<file path="src/rtl/xcq_pkg.sv">
package xcq_pkg;

    localparam int unsigned WORD_BYTES = 2;

    typedef enum logic [2:0] {
        OP_REJECT,
        OP_DROP,
        OP_LOAD,
        OP_GROW_ACT,
        OP_GROW_PND,
        OP_STORE_PND
    } merge_op_e;

    // words in the next chunk: remaining bytes as words, capped
    function automatic int unsigned chunk_word_count(int unsigned rem_bytes,
                                                     int unsigned max_words);
        int unsigned w;
        w = rem_bytes / WORD_BYTES;
        return (w > max_words) ? max_words : w;
    endfunction

endpackage

</file>
<file path="src/rtl/xcq_merge.sv">
module xcq_merge import xcq_pkg::*; #(
    parameter int ADDR_W = 32,
    parameter int LEN_W  = 20
) (
    input  logic [ADDR_W-1:0] req_addr,
    input  logic [LEN_W-1:0]  req_len,
    input  logic [ADDR_W-1:0] act_base,
    input  logic [LEN_W-1:0]  act_len,
    input  logic              pnd_valid,
    input  logic [ADDR_W-1:0] pnd_base,
    input  logic [LEN_W-1:0]  pnd_len,
    output merge_op_e         op,
    output logic              accept
);
    logic              empty;
    logic [ADDR_W-1:0] act_end;
    logic [ADDR_W-1:0] pnd_end;

    assign empty   = (act_len == '0) && !pnd_valid;
    assign act_end = act_base + ADDR_W'(act_len);
    assign pnd_end = pnd_base + ADDR_W'(pnd_len);

    always_comb begin
        if (req_len[0])
            op = OP_REJECT;
        else if (req_len == '0)
            op = OP_DROP;
        else if (empty)
            op = OP_LOAD;
        else if (!pnd_valid && req_addr == act_end)
            op = OP_GROW_ACT;
        else if (pnd_valid && req_addr == pnd_end)
            op = OP_GROW_PND;
        else if (!pnd_valid)
            op = OP_STORE_PND;
        else
            op = OP_REJECT;
    end

    assign accept = (op != OP_REJECT);
endmodule

</file>
<file path="src/rtl/xcq_fetch.sv">
module xcq_fetch import xcq_pkg::*; #(
    parameter int ADDR_W    = 32,
    parameter int LEN_W     = 20,
    parameter int MAX_WORDS = 128,
    localparam int CNT_W    = $clog2(MAX_WORDS + 1)
) (
    input  logic [ADDR_W-1:0] act_base,
    input  logic [LEN_W-1:0]  act_len,
    input  logic [LEN_W-1:0]  act_used,
    output logic              chunk_valid,
    output logic [ADDR_W-1:0] chunk_addr,
    output logic [CNT_W-1:0]  chunk_words,
    output logic [LEN_W-1:0]  chunk_bytes
);
    logic [LEN_W-1:0] rem;
    int unsigned      words;

    assign rem         = act_len - act_used;
    assign chunk_valid = (rem != '0);
    assign chunk_addr  = act_base + ADDR_W'(act_used);

    always_comb begin
        words = chunk_word_count(32'(rem), MAX_WORDS);
    end

    assign chunk_words = CNT_W'(words);
    assign chunk_bytes = LEN_W'(words * WORD_BYTES);
endmodule

</file>
<file path="src/rtl/xcq_query.sv">
module xcq_query #(
    parameter int ADDR_W = 32,
    parameter int LEN_W  = 20,
    localparam int EXT_W = ADDR_W + 1
) (
    input  logic [ADDR_W-1:0] qry_addr,
    input  logic [ADDR_W-1:0] act_base,
    input  logic [LEN_W-1:0]  act_len,
    input  logic [LEN_W-1:0]  act_used,
    input  logic              pnd_valid,
    input  logic [ADDR_W-1:0] pnd_base,
    input  logic [LEN_W-1:0]  pnd_len,
    output logic              hit
);
    logic [EXT_W-1:0] q, act_lo, act_hi, pnd_lo, pnd_hi;
    logic             in_act, in_pnd;

    assign q      = {1'b0, qry_addr};
    assign act_lo = {1'b0, act_base} + EXT_W'(act_used);
    assign act_hi = {1'b0, act_base} + EXT_W'(act_len);
    assign pnd_lo = {1'b0, pnd_base};
    assign pnd_hi = {1'b0, pnd_base} + EXT_W'(pnd_len);

    assign in_act = (act_used != act_len) && (q >= act_lo) && (q < act_hi);
    assign in_pnd = pnd_valid && (q >= pnd_lo) && (q < pnd_hi);
    assign hit    = in_act || in_pnd;
endmodule

</file>
<file path="src/rtl/xfer_coalesce_queue.sv">
module xfer_coalesce_queue import xcq_pkg::*; #(
    parameter int ADDR_W    = 32,
    parameter int LEN_W     = 20,
    parameter int MAX_WORDS = 128,
    localparam int CNT_W    = $clog2(MAX_WORDS + 1)
) (
    input  logic              clk,
    input  logic              rst,
    input  logic              req_valid,
    input  logic [ADDR_W-1:0] req_addr,
    input  logic [LEN_W-1:0]  req_len,
    output logic              req_ready,
    output logic              chunk_valid,
    output logic [ADDR_W-1:0] chunk_addr,
    output logic [CNT_W-1:0]  chunk_words,
    input  logic              chunk_ready,
    input  logic [ADDR_W-1:0] qry_addr,
    output logic              qry_pending,
    output logic              queue_done
);
    // slot state
    logic [ADDR_W-1:0] act_base, pnd_base;
    logic [LEN_W-1:0]  act_len, act_used, pnd_len;
    logic              pnd_valid;

    // next state
    logic [ADDR_W-1:0] n_act_base, n_pnd_base;
    logic [LEN_W-1:0]  n_act_len, n_act_used, n_pnd_len;
    logic              n_pnd_valid;

    merge_op_e        op;
    logic [LEN_W-1:0] chunk_bytes;
    logic             req_fire, chunk_fire;

    xcq_merge #(.ADDR_W(ADDR_W), .LEN_W(LEN_W)) u_merge (
        .req_addr (req_addr),
        .req_len  (req_len),
        .act_base (act_base),
        .act_len  (act_len),
        .pnd_valid(pnd_valid),
        .pnd_base (pnd_base),
        .pnd_len  (pnd_len),
        .op       (op),
        .accept   (req_ready)
    );

    xcq_fetch #(.ADDR_W(ADDR_W), .LEN_W(LEN_W), .MAX_WORDS(MAX_WORDS)) u_fetch (
        .act_base   (act_base),
        .act_len    (act_len),
        .act_used   (act_used),
        .chunk_valid(chunk_valid),
        .chunk_addr (chunk_addr),
        .chunk_words(chunk_words),
        .chunk_bytes(chunk_bytes)
    );

    xcq_query #(.ADDR_W(ADDR_W), .LEN_W(LEN_W)) u_query (
        .qry_addr (qry_addr),
        .act_base (act_base),
        .act_len  (act_len),
        .act_used (act_used),
        .pnd_valid(pnd_valid),
        .pnd_base (pnd_base),
        .pnd_len  (pnd_len),
        .hit      (qry_pending)
    );

    assign req_fire   = req_valid && req_ready;
    assign chunk_fire = chunk_valid && chunk_ready;
    assign queue_done = (act_len == '0) && !pnd_valid;

    always_comb begin
        n_act_base  = act_base;
        n_act_len   = act_len;
        n_act_used  = act_used;
        n_pnd_valid = pnd_valid;
        n_pnd_base  = pnd_base;
        n_pnd_len   = pnd_len;

        // request side first
        if (req_fire) begin
            case (op)
                OP_LOAD: begin
                    n_act_base = req_addr;
                    n_act_len  = req_len;
                    n_act_used = '0;
                end
                OP_GROW_ACT:  n_act_len = act_len + req_len;
                OP_GROW_PND:  n_pnd_len = pnd_len + req_len;
                OP_STORE_PND: begin
                    n_pnd_valid = 1'b1;
                    n_pnd_base  = req_addr;
                    n_pnd_len   = req_len;
                end
                default: ;
            endcase
        end

        // then consumption
        if (chunk_fire)
            n_act_used = act_used + chunk_bytes;

        // then promotion on exhaustion
        if (n_act_len != '0 && n_act_used == n_act_len) begin
            if (n_pnd_valid) begin
                n_act_base  = n_pnd_base;
                n_act_len   = n_pnd_len;
                n_act_used  = '0;
                n_pnd_valid = 1'b0;
                n_pnd_len   = '0;
            end else begin
                n_act_len  = '0;
                n_act_used = '0;
            end
        end
    end

    always_ff @(posedge clk) begin
        if (rst) begin
            act_base  <= '0;
            act_len   <= '0;
            act_used  <= '0;
            pnd_valid <= 1'b0;
            pnd_base  <= '0;
            pnd_len   <= '0;
        end else begin
            act_base  <= n_act_base;
            act_len   <= n_act_len;
            act_used  <= n_act_used;
            pnd_valid <= n_pnd_valid;
            pnd_base  <= n_pnd_base;
            pnd_len   <= n_pnd_len;
        end
    end
endmodule

</file>
<file path="config.mk">
export PLATFORM = sky130hd
export DESIGN_NAME = xfer_coalesce_queue
export DESIGN_NICKNAME = d
export VERILOG_FILES = /design/src/rtl/xcq_pkg.sv /design/src/rtl/xcq_merge.sv /design/src/rtl/xcq_fetch.sv /design/src/rtl/xcq_query.sv /design/src/rtl/xfer_coalesce_queue.sv
export SDC_FILE = /design/constraint.sdc
export NUM_CORES = 1
export LEC_CHECK = 0
export BUFFER_PORTS_ARGS = -buffer_cell sky130_fd_sc_hd__buf_4
export CAP_MARGIN = 0
export CORE_ASPECT_RATIO = 0.5
export CORE_MARGIN = 3
export CORE_UTILIZATION = 64
export CTS_CLUSTER_SIZE = 14
export DETAILED_ROUTE_END_ITERATION = 12
export MAX_ROUTING_LAYER = met4
export PLACE_DENSITY = 0.84
export SLEW_MARGIN = 10
export SYNTH_ARGS = -nofsm -noshare
export SYNTH_HDL_FRONTEND = slang
export SYNTH_SLANG_ARGS = --single-unit
</file>
<file path="constraint.sdc">
create_clock -name clk -period 9.24 [get_ports clk]
set_input_delay 0.462 -clock clk [delete_from_list [all_inputs] [get_ports clk]]
set_output_delay 0.462 -clock clk [all_outputs]
set_load 0.005 [all_outputs]
</file>
======== Word-level counts from Yosys, hierarchy flattened ========
Index checks and enable logic that the tools add are counted.
storage, ports and cells
  bits of input ports ..................... 88
  flip-flop bits (word level) ............. 125
  word-level logic and storage cells ...... 73
cells by class
  equal/unequal tests ..................... 8
  $lt $le $gt $ge ......................... 5
  $add $sub $neg .......................... 10
  multiplexer cells ....................... 26
  reductions and logical operators ........ 18
operator list
  operator                                                        number
  two-way mux 32 bit                                              6
  two-way mux 20 bit                                              9
  adder 32 x 20 -> 33 bit                                         3
  adder 32 x 20 -> 32 bit                                         3
  one-hot mux 20 bit (2 select lines)                             2
  less-than comparator 32 x 33 -> 1 bit                           2
  equality test 32 bit                                            2
  adder 20 bit                                                    3
  zero test 20 bit                                                2
  nonzero test 20 bit                                             2
  >= comparator 32 x 33 -> 1 bit                                  1
  >= comparator 32 bit                                            1
  equality test 20 bit                                            1
  != test 20 bit                                                  1
  subtractor 20 bit                                               1
  greater-than comparator 19 x 8 -> 1 bit, second input constant  1
  two-way mux 19 bit                                              1
  two-way mux 3 bit                                               6
  logical AND 1 bit                                               10
  equality test 3 x 2 -> 1 bit, second input constant             2
  equality test 3 bit, second input constant                      2
  nonzero test 3 bit                                              1
  two-way mux 1 bit                                               2
  OR reduction 2 bit                                              1
  other kinds (2)                                                 2

======== Logic depth before layout (Yosys ltp) ========
  depth in word-level cells ............... 15
  depth in mapped cells ................... 34
  gate-level depth less buffers ........... 31

======== Modules after synthesis ========
Synthesis repeated with hierarchy kept, for this count alone.
second synthesis, totals
  cell total of the unflattened synthesis .. 2949
  area, all modules ....................... 22028.6 um^2
by module, submodules not included
  module               times used  seq. area each (um^2)  cells each  area an instance (um^2)
  xfer_coalesce_queue  1           2502.4                 1164        9135.0
  xcq_query            1           0.0                    834         6426.2
  xcq_merge            1           0.0                    583         3960.0
  xcq_fetch            1           0.0                    368         2507.4

======== Least setup slack after synthesis ========
No wires, ideal clock.
  path type ............................... reg-to-reg
  start point ............................. reg act_len[0]
  end point ............................... reg act_base[10]
  stages on the path, launching flop included .. 34
  path slack .............................. 2.408 ns
  clock period less this slack ............ 6.832 ns
  library setup time ...................... 0.121 ns
  data arrival time ....................... 6.710 ns
  cell sequence ........................... dfxtp_1 -> inv_1 -> ha_1 -> inv_1 -> fa_1 -> a211oi_2 -> or3_1 -> nand2_1 -> a211oi_1 -> mux2i_1 -> o211ai_1 -> nor3_1 -> o21a_1 -> and2_1 -> ha_1 -> inv_1 -> fa_1 -> nor2b_1 -> o21a_1 -> a311o_1 -> o311ai_0 -> a211oi_1 -> o211a_1 -> o21ai_0 -> a21oi_1 -> nor2_1 -> mux2i_1 -> or4b_1 -> a32oi_2 -> nand3_1 -> or4_4 -> buf_6 -> buf_6 -> mux2_4
between the ends
  elaborated cells between the ends (all ways) .. 37
  classes of those cells .................. 4 x add/sub; 1 x order compare; 5 x eq/ne; 18 x mux; 9 x reduce/logical
RTL lines
  element                                  line                        source
  start, declared                          xfer_coalesce_queue.sv:23   logic [LEN_W-1:0] act_len, act_used, pnd_len;
  start signal, assigned                   xfer_coalesce_queue.sv:128  act_len <= n_act_len;
  subtractor 20 bit *                      xcq_fetch.sv:18             assign rem = act_len - act_used;
  greater-than comparator 19 x 8 -> 1 bit  xcq_pkg.sv:19               return (w > max_words) ? max_words : w;
  two-way mux 19 bit *                     xcq_pkg.sv:19
  named net chunk_words[0]                 xfer_coalesce_queue.sv:15   output logic [CNT_W-1:0] chunk_words,
  adder 20 bit *                           xfer_coalesce_queue.sv:101  n_act_used = act_used + chunk_bytes;
  two-way mux 20 bit *                     xfer_coalesce_queue.sv:100  if (chunk_fire)
  equality test 20 bit *                   xfer_coalesce_queue.sv:104  if (n_act_len != '0 && n_act_used == n_act_len) begin
  logical AND 1 bit *                      xfer_coalesce_queue.sv:104
  two-way mux 32 bit *                     xfer_coalesce_queue.sv:104
  end signal, assigned                     xfer_coalesce_queue.sv:127  act_base <= n_act_base;
  end, declared                            xfer_coalesce_queue.sv:22   logic [ADDR_W-1:0] act_base, pnd_base;
Mark *: on every way through the listed nets, which the timed path passes. The rest lies on a longest branch.
A chain may end at the register's enable or synchronous reset.

======== Worst setup path after layout ========
  start point ............................. reg act_len[0]
  end point ............................... reg act_base[28]
between the ends
  cells in the longest elaborated chain, start to end .. 14
  elaborated cells between the ends (all ways) .. 37
  classes of those cells .................. 4 x add/sub; 1 x order compare; 5 x eq/ne; 18 x mux; 9 x reduce/logical
ends and longest elaborated chain
  element                                                     line
  branches (longest 13 deep; another with subtractor 20 bit)  --
  two-way mux 32 bit *                                        xfer_coalesce_queue.sv:104
Mark *: on every way between the ends.

==> impl_metrics.prom <==
# TYPE chip_impl_metric gauge
chip_impl_info{name="run_status",value="finished clean"} 1
chip_impl_metric{name="dp_worst_setup_slack",unit="ns"} 1.12
chip_impl_metric{name="report.final.setup_viol",unit=""} 0
chip_impl_info{name="grt_setup_unrepaired",value="no"} 1
chip_impl_metric{name="synth-compound-area-share",unit="%"} 24.8
chip_impl_metric{name="std_cell_rows",unit=""} 44
chip_impl_metric{name="synth_seq_cells",unit=""} 125
chip_impl_metric{name="drt_pass1_iterations",unit=""} 6
chip_impl_metric{name="num-fill-cells",unit=""} 2497
chip_impl_info{name="crit_slowest_cell",value="or4_4"} 1
chip_impl_info{name="synth_top_cell_by_area",value="ha_1"} 1
chip_impl_metric{name="synth_largest_type_area_fraction",unit="%"} 17.0
chip_impl_metric{name="final_antenna_net_count",unit=""} 0
chip_impl_metric{name="worst-slew-pin-transition",unit="ns"} 1.25
chip_impl_metric{name="multiplexer_fraction_of_the_synthesized_cell_area",unit="%"} 6.77
chip_impl_info{name="mostFrequentLayoutCell",value="ha_1"} 1
chip_impl_info{name="path_common_cell",value="inv_1"} 1
chip_impl_metric{name="design_power_total",unit="mW"} 5.44
chip_impl_metric{name="postRouteWirelength",unit="µm"} 69600
chip_impl_metric{name="clock_transition_at_the_register_clock_pins_on_the_worst_setup_and_hold_paths_after_cts",unit="ns"} 0.07
chip_impl_metric{name="initial_core_util",unit="%"} 65.7
chip_impl_metric{name="synth_adder_area_share",unit="%"} 17.7
chip_impl_info{name="reg2reg_from",value="act_len[0]"} 1
chip_impl_info{name="synth_top_flop_cell",value="dfxtp_1"} 1
chip_impl_info{name="clockRootBuffer",value="clkbuf_16"} 1
chip_impl_metric{name="layout.cells.non_filler",unit=""} 2948
chip_impl_metric{name="worst_hold_slack",unit="ns"} 0.384
chip_impl_metric{name="timing.slew.headroom",unit="%"} 15.9
chip_impl_metric{name="final_weighted_congestion_in_routability_driven_placement",unit=""} 1.08
chip_impl_metric{name="vias",unit=""} 19800
chip_impl_info{name="hp-start",value="req_addr[14]"} 1
chip_impl_metric{name="worstSkewPairLatency",unit="ns"} 0.45
chip_impl_metric{name="ff2ff_path_depth",unit=""} 32
chip_impl_info{name="worstSetupPathType",value="register to register"} 1
chip_impl_metric{name="syn_area",unit="µm²"} 19200
chip_impl_metric{name="design.die.area",unit="µm²"} 32200
chip_impl_info{name="hold_path_class",value="input port to register"} 1
chip_impl_metric{name="report.final.slew_viol_count",unit=""} 0
chip_impl_info{name="worstSetupEndpointType",value="register"} 1
chip_impl_metric{name="worst_path_largest_cell_delay",unit="ns"} 0.86
chip_impl_metric{name="coreArea",unit="µm²"} 29200
chip_impl_metric{name="synth-simple-area-share",unit="%"} 21.5
chip_impl_metric{name="timing.setup.tns",unit="ns"} 0
chip_impl_info{name="clock_tree_from_tritoncts",value="done"} 1
chip_impl_metric{name="fin_crit",unit="ns"} 8.30
chip_impl_info{name="synth_top_family_by_area",value="compound AO/OA/AOI/OAI gates"} 1
chip_impl_metric{name="cp.required",unit="ns"} 9.56
chip_impl_info{name="hold-path-endpoint",value="pnd_base[14]"} 1
chip_impl_metric{name="hold_violations",unit=""} 0
chip_impl_metric{name="worst-path-max-fanout",unit=""} 54
chip_impl_metric{name="die_height",unit="µm"} 128
chip_impl_metric{name="buffer_ports.inserted",unit=""} 131
chip_impl_metric{name="grt_max_degree",unit=""} 84
chip_impl_metric{name="static_leakage",unit="nW"} 9.03
chip_impl_metric{name="fraction_of_registers_with_async_set_reset",unit="%"} 0
chip_impl_metric{name="via_count_of_the_first_global_routing_pass",unit=""} 18100
chip_impl_metric{name="area_growth",unit="%"} 9.11
chip_impl_info{name="crit-reg2reg-capture",value="act_base[28]"} 1
chip_impl_metric{name="synth.lib_cells_used.distinct",unit=""} 102
chip_impl_metric{name="io_pins",unit=""} 132
chip_impl_metric{name="max_freq",unit="MHz"} 120
chip_impl_metric{name="share_of_cells_above_drive_strength_1",unit="%"} 11.2
chip_impl_metric{name="synth_edf_count",unit=""} 0
chip_impl_info{name="netlist_top_cells_area",value="ha_1 (17%), dfxtp_1 (13%), xnor2_1 (5.4%), a21oi_1 (4.9%), nor2_1 (4.1%)"} 1
chip_impl_metric{name="avgViaCountPerCell",unit=""} 6.73
chip_impl_metric{name="cts_setup_buffers",unit=""} 0
chip_impl_metric{name="power.density",unit="nW/µm²"} 260
chip_impl_metric{name="number_of_design_rule_violations_left_by_the_first_detailed_router_iteration",unit=""} 2551
chip_impl_metric{name="min_period_over_period",unit="%"} 89.9
chip_impl_metric{name="synthXorXnorAreaFrac",unit="%"} 10.7
chip_impl_info{name="worst_setup_path_start_kind",value="register"} 1
chip_impl_metric{name="synthesis.yosys.warnings",unit=""} 0
chip_impl_metric{name="die_x",unit="µm"} 251
chip_impl_metric{name="maxCapViolations",unit=""} 0
chip_impl_metric{name="synth.yosys.seq_area_share",unit="%"} 13.0
chip_impl_metric{name="hpwlAfterDp",unit="µm"} 56300
chip_impl_info{name="most-common-layout-cells",value="ha_1 (261), nor2_1 (208), nand2_1 (201)"} 1
chip_impl_metric{name="grt_util_all_layers",unit="%"} 43.1
chip_impl_metric{name="placed_cell_area",unit="µm²"} 20300
chip_impl_metric{name="grt_first_pass_wirelength",unit="µm"} 104000
chip_impl_metric{name="final_critical_path_setup_slack",unit="ns"} 0.937
chip_impl_metric{name="postCtsHoldBufs",unit=""} 0
chip_impl_metric{name="worstPathArrival",unit="ns"} 8.63
chip_impl_metric{name="design.final.nets",unit=""} 2898
chip_impl_metric{name="vdd.ir_drop.worst",unit="mV"} 0.199
chip_impl_metric{name="post_cts.resized_instances",unit=""} 0
chip_impl_metric{name="dp.cells",unit=""} 2914
chip_impl_metric{name="hold_path_depth",unit=""} 3
chip_impl_metric{name="syn-mean-instance-area",unit="µm²"} 7.74
chip_impl_metric{name="clock-sinks",unit=""} 125
chip_impl_metric{name="avgRoutedWirePerCell",unit="µm"} 23.6
chip_impl_metric{name="drc_errors",unit=""} 0
chip_impl_metric{name="layout.cell_area.non_filler",unit="µm²"} 20900
chip_impl_metric{name="grt-ovfl-total",unit=""} 0
chip_impl_metric{name="synth_cells",unit=""} 2480
chip_impl_metric{name="cts_buffer_depth",unit=""} 2
chip_impl_metric{name="number_of_clock_buffers_inserted_by_tritoncts",unit=""} 17
chip_impl_metric{name="final.setup_skew",unit="ns"} 0.0206
chip_impl_metric{name="ff2ff_setup_slack",unit="ns"} 0.94
chip_impl_metric{name="final_core_utilization",unit="%"} 71.6
chip_impl_metric{name="antenna_found_initial",unit=""} 2
chip_impl_metric{name="ctsHtreeMaxLevel",unit=""} 4
## routing by layer
layer	GRT usage, %	vias up	routed length [µm]
li1	-	9205	-
met2	63.2	1169	28600
met3	10.2	205	8420
met1	57.1	9257	29400
met4	17.6	0	3290
met5	-	-	0
## cells in the mapped netlist (all sizes together) (37+ instances only)
master  number
xor2        83
nor2b       53
a21o        79
clkbuf      72
buf         37
nand3       63
dfxtp      125
mux2i       71
o21ai      109
nor3        63
or3         41
mux2        43
ha         261
inv        140
a21oi      190
nand4       39
nand2      201
xnor2      119
nor2       209
## critical path, delay by kind of cell (launching register included)
family,cells,cell delay (ns)
adder cells (fa/ha/maj),4,1.15
AND/OR/NAND/NOR,9,2.48
flip-flops,1,0.39
AO/OA/AOI/OAI,12,2.67
buffers and inverters,4,0.64
multiplexers,3,0.81
## sequential cells by signal, summed over array words and instances, names as in the netlist
signal,cells
act_used,20
pnd_len,20
act_base,32
pnd_base,32
act_len,20
pnd_valid,1
## logic make-up after synthesis
family	after synthesis
AND/OR/NAND/NOR	825
AO/OA/AOI/OAI	684
adder cells (fa/ha/maj)	268
buffers and inverters	249
XOR/XNOR	214
flip-flops	125
multiplexers	114
other	1
## area by class of cell
type / count / area [µm²] / share of cell area, %
Sequential cell: 125 / 2500 / 11.9
Antenna cell: 2 / 5.00 / 0.0239
Clock buffer: 19 / 443 / 2.11
Clock inverter: 13 / 200 / 0.956
Timing Repair Buffer: 143 / 1070 / 5.13
Tap cell: 391 / 489 / 2.34
Multi-Input combinational cell: 2115 / 15700 / 75.0
Inverter: 140 / 526 / 2.51
## worst max path at each step
stage                from      endpoint  slack (ns)  depth (start not counted)
2_1_floorplan  act_len[0]  act_base[10]        2.41                         33
3_3_place_gp   act_len[0]  act_base[27]        1.25                         32
3_5_place_dp   act_len[0]  act_base[25]        1.12                         32
4_1_cts        act_len[0]  act_base[28]        1.08                         32
5_1_grt        act_len[0]  act_base[28]        0.32                         32
6_report       act_len[0]  act_base[28]        0.94                         32
## report_power, final
part | switching (mW) | internal (mW)
clock network | 0.286 | 0.466
registers | 0.290 | 0.663
logic | 2.20 | 1.53
Power figures use the tool's default switching activity.
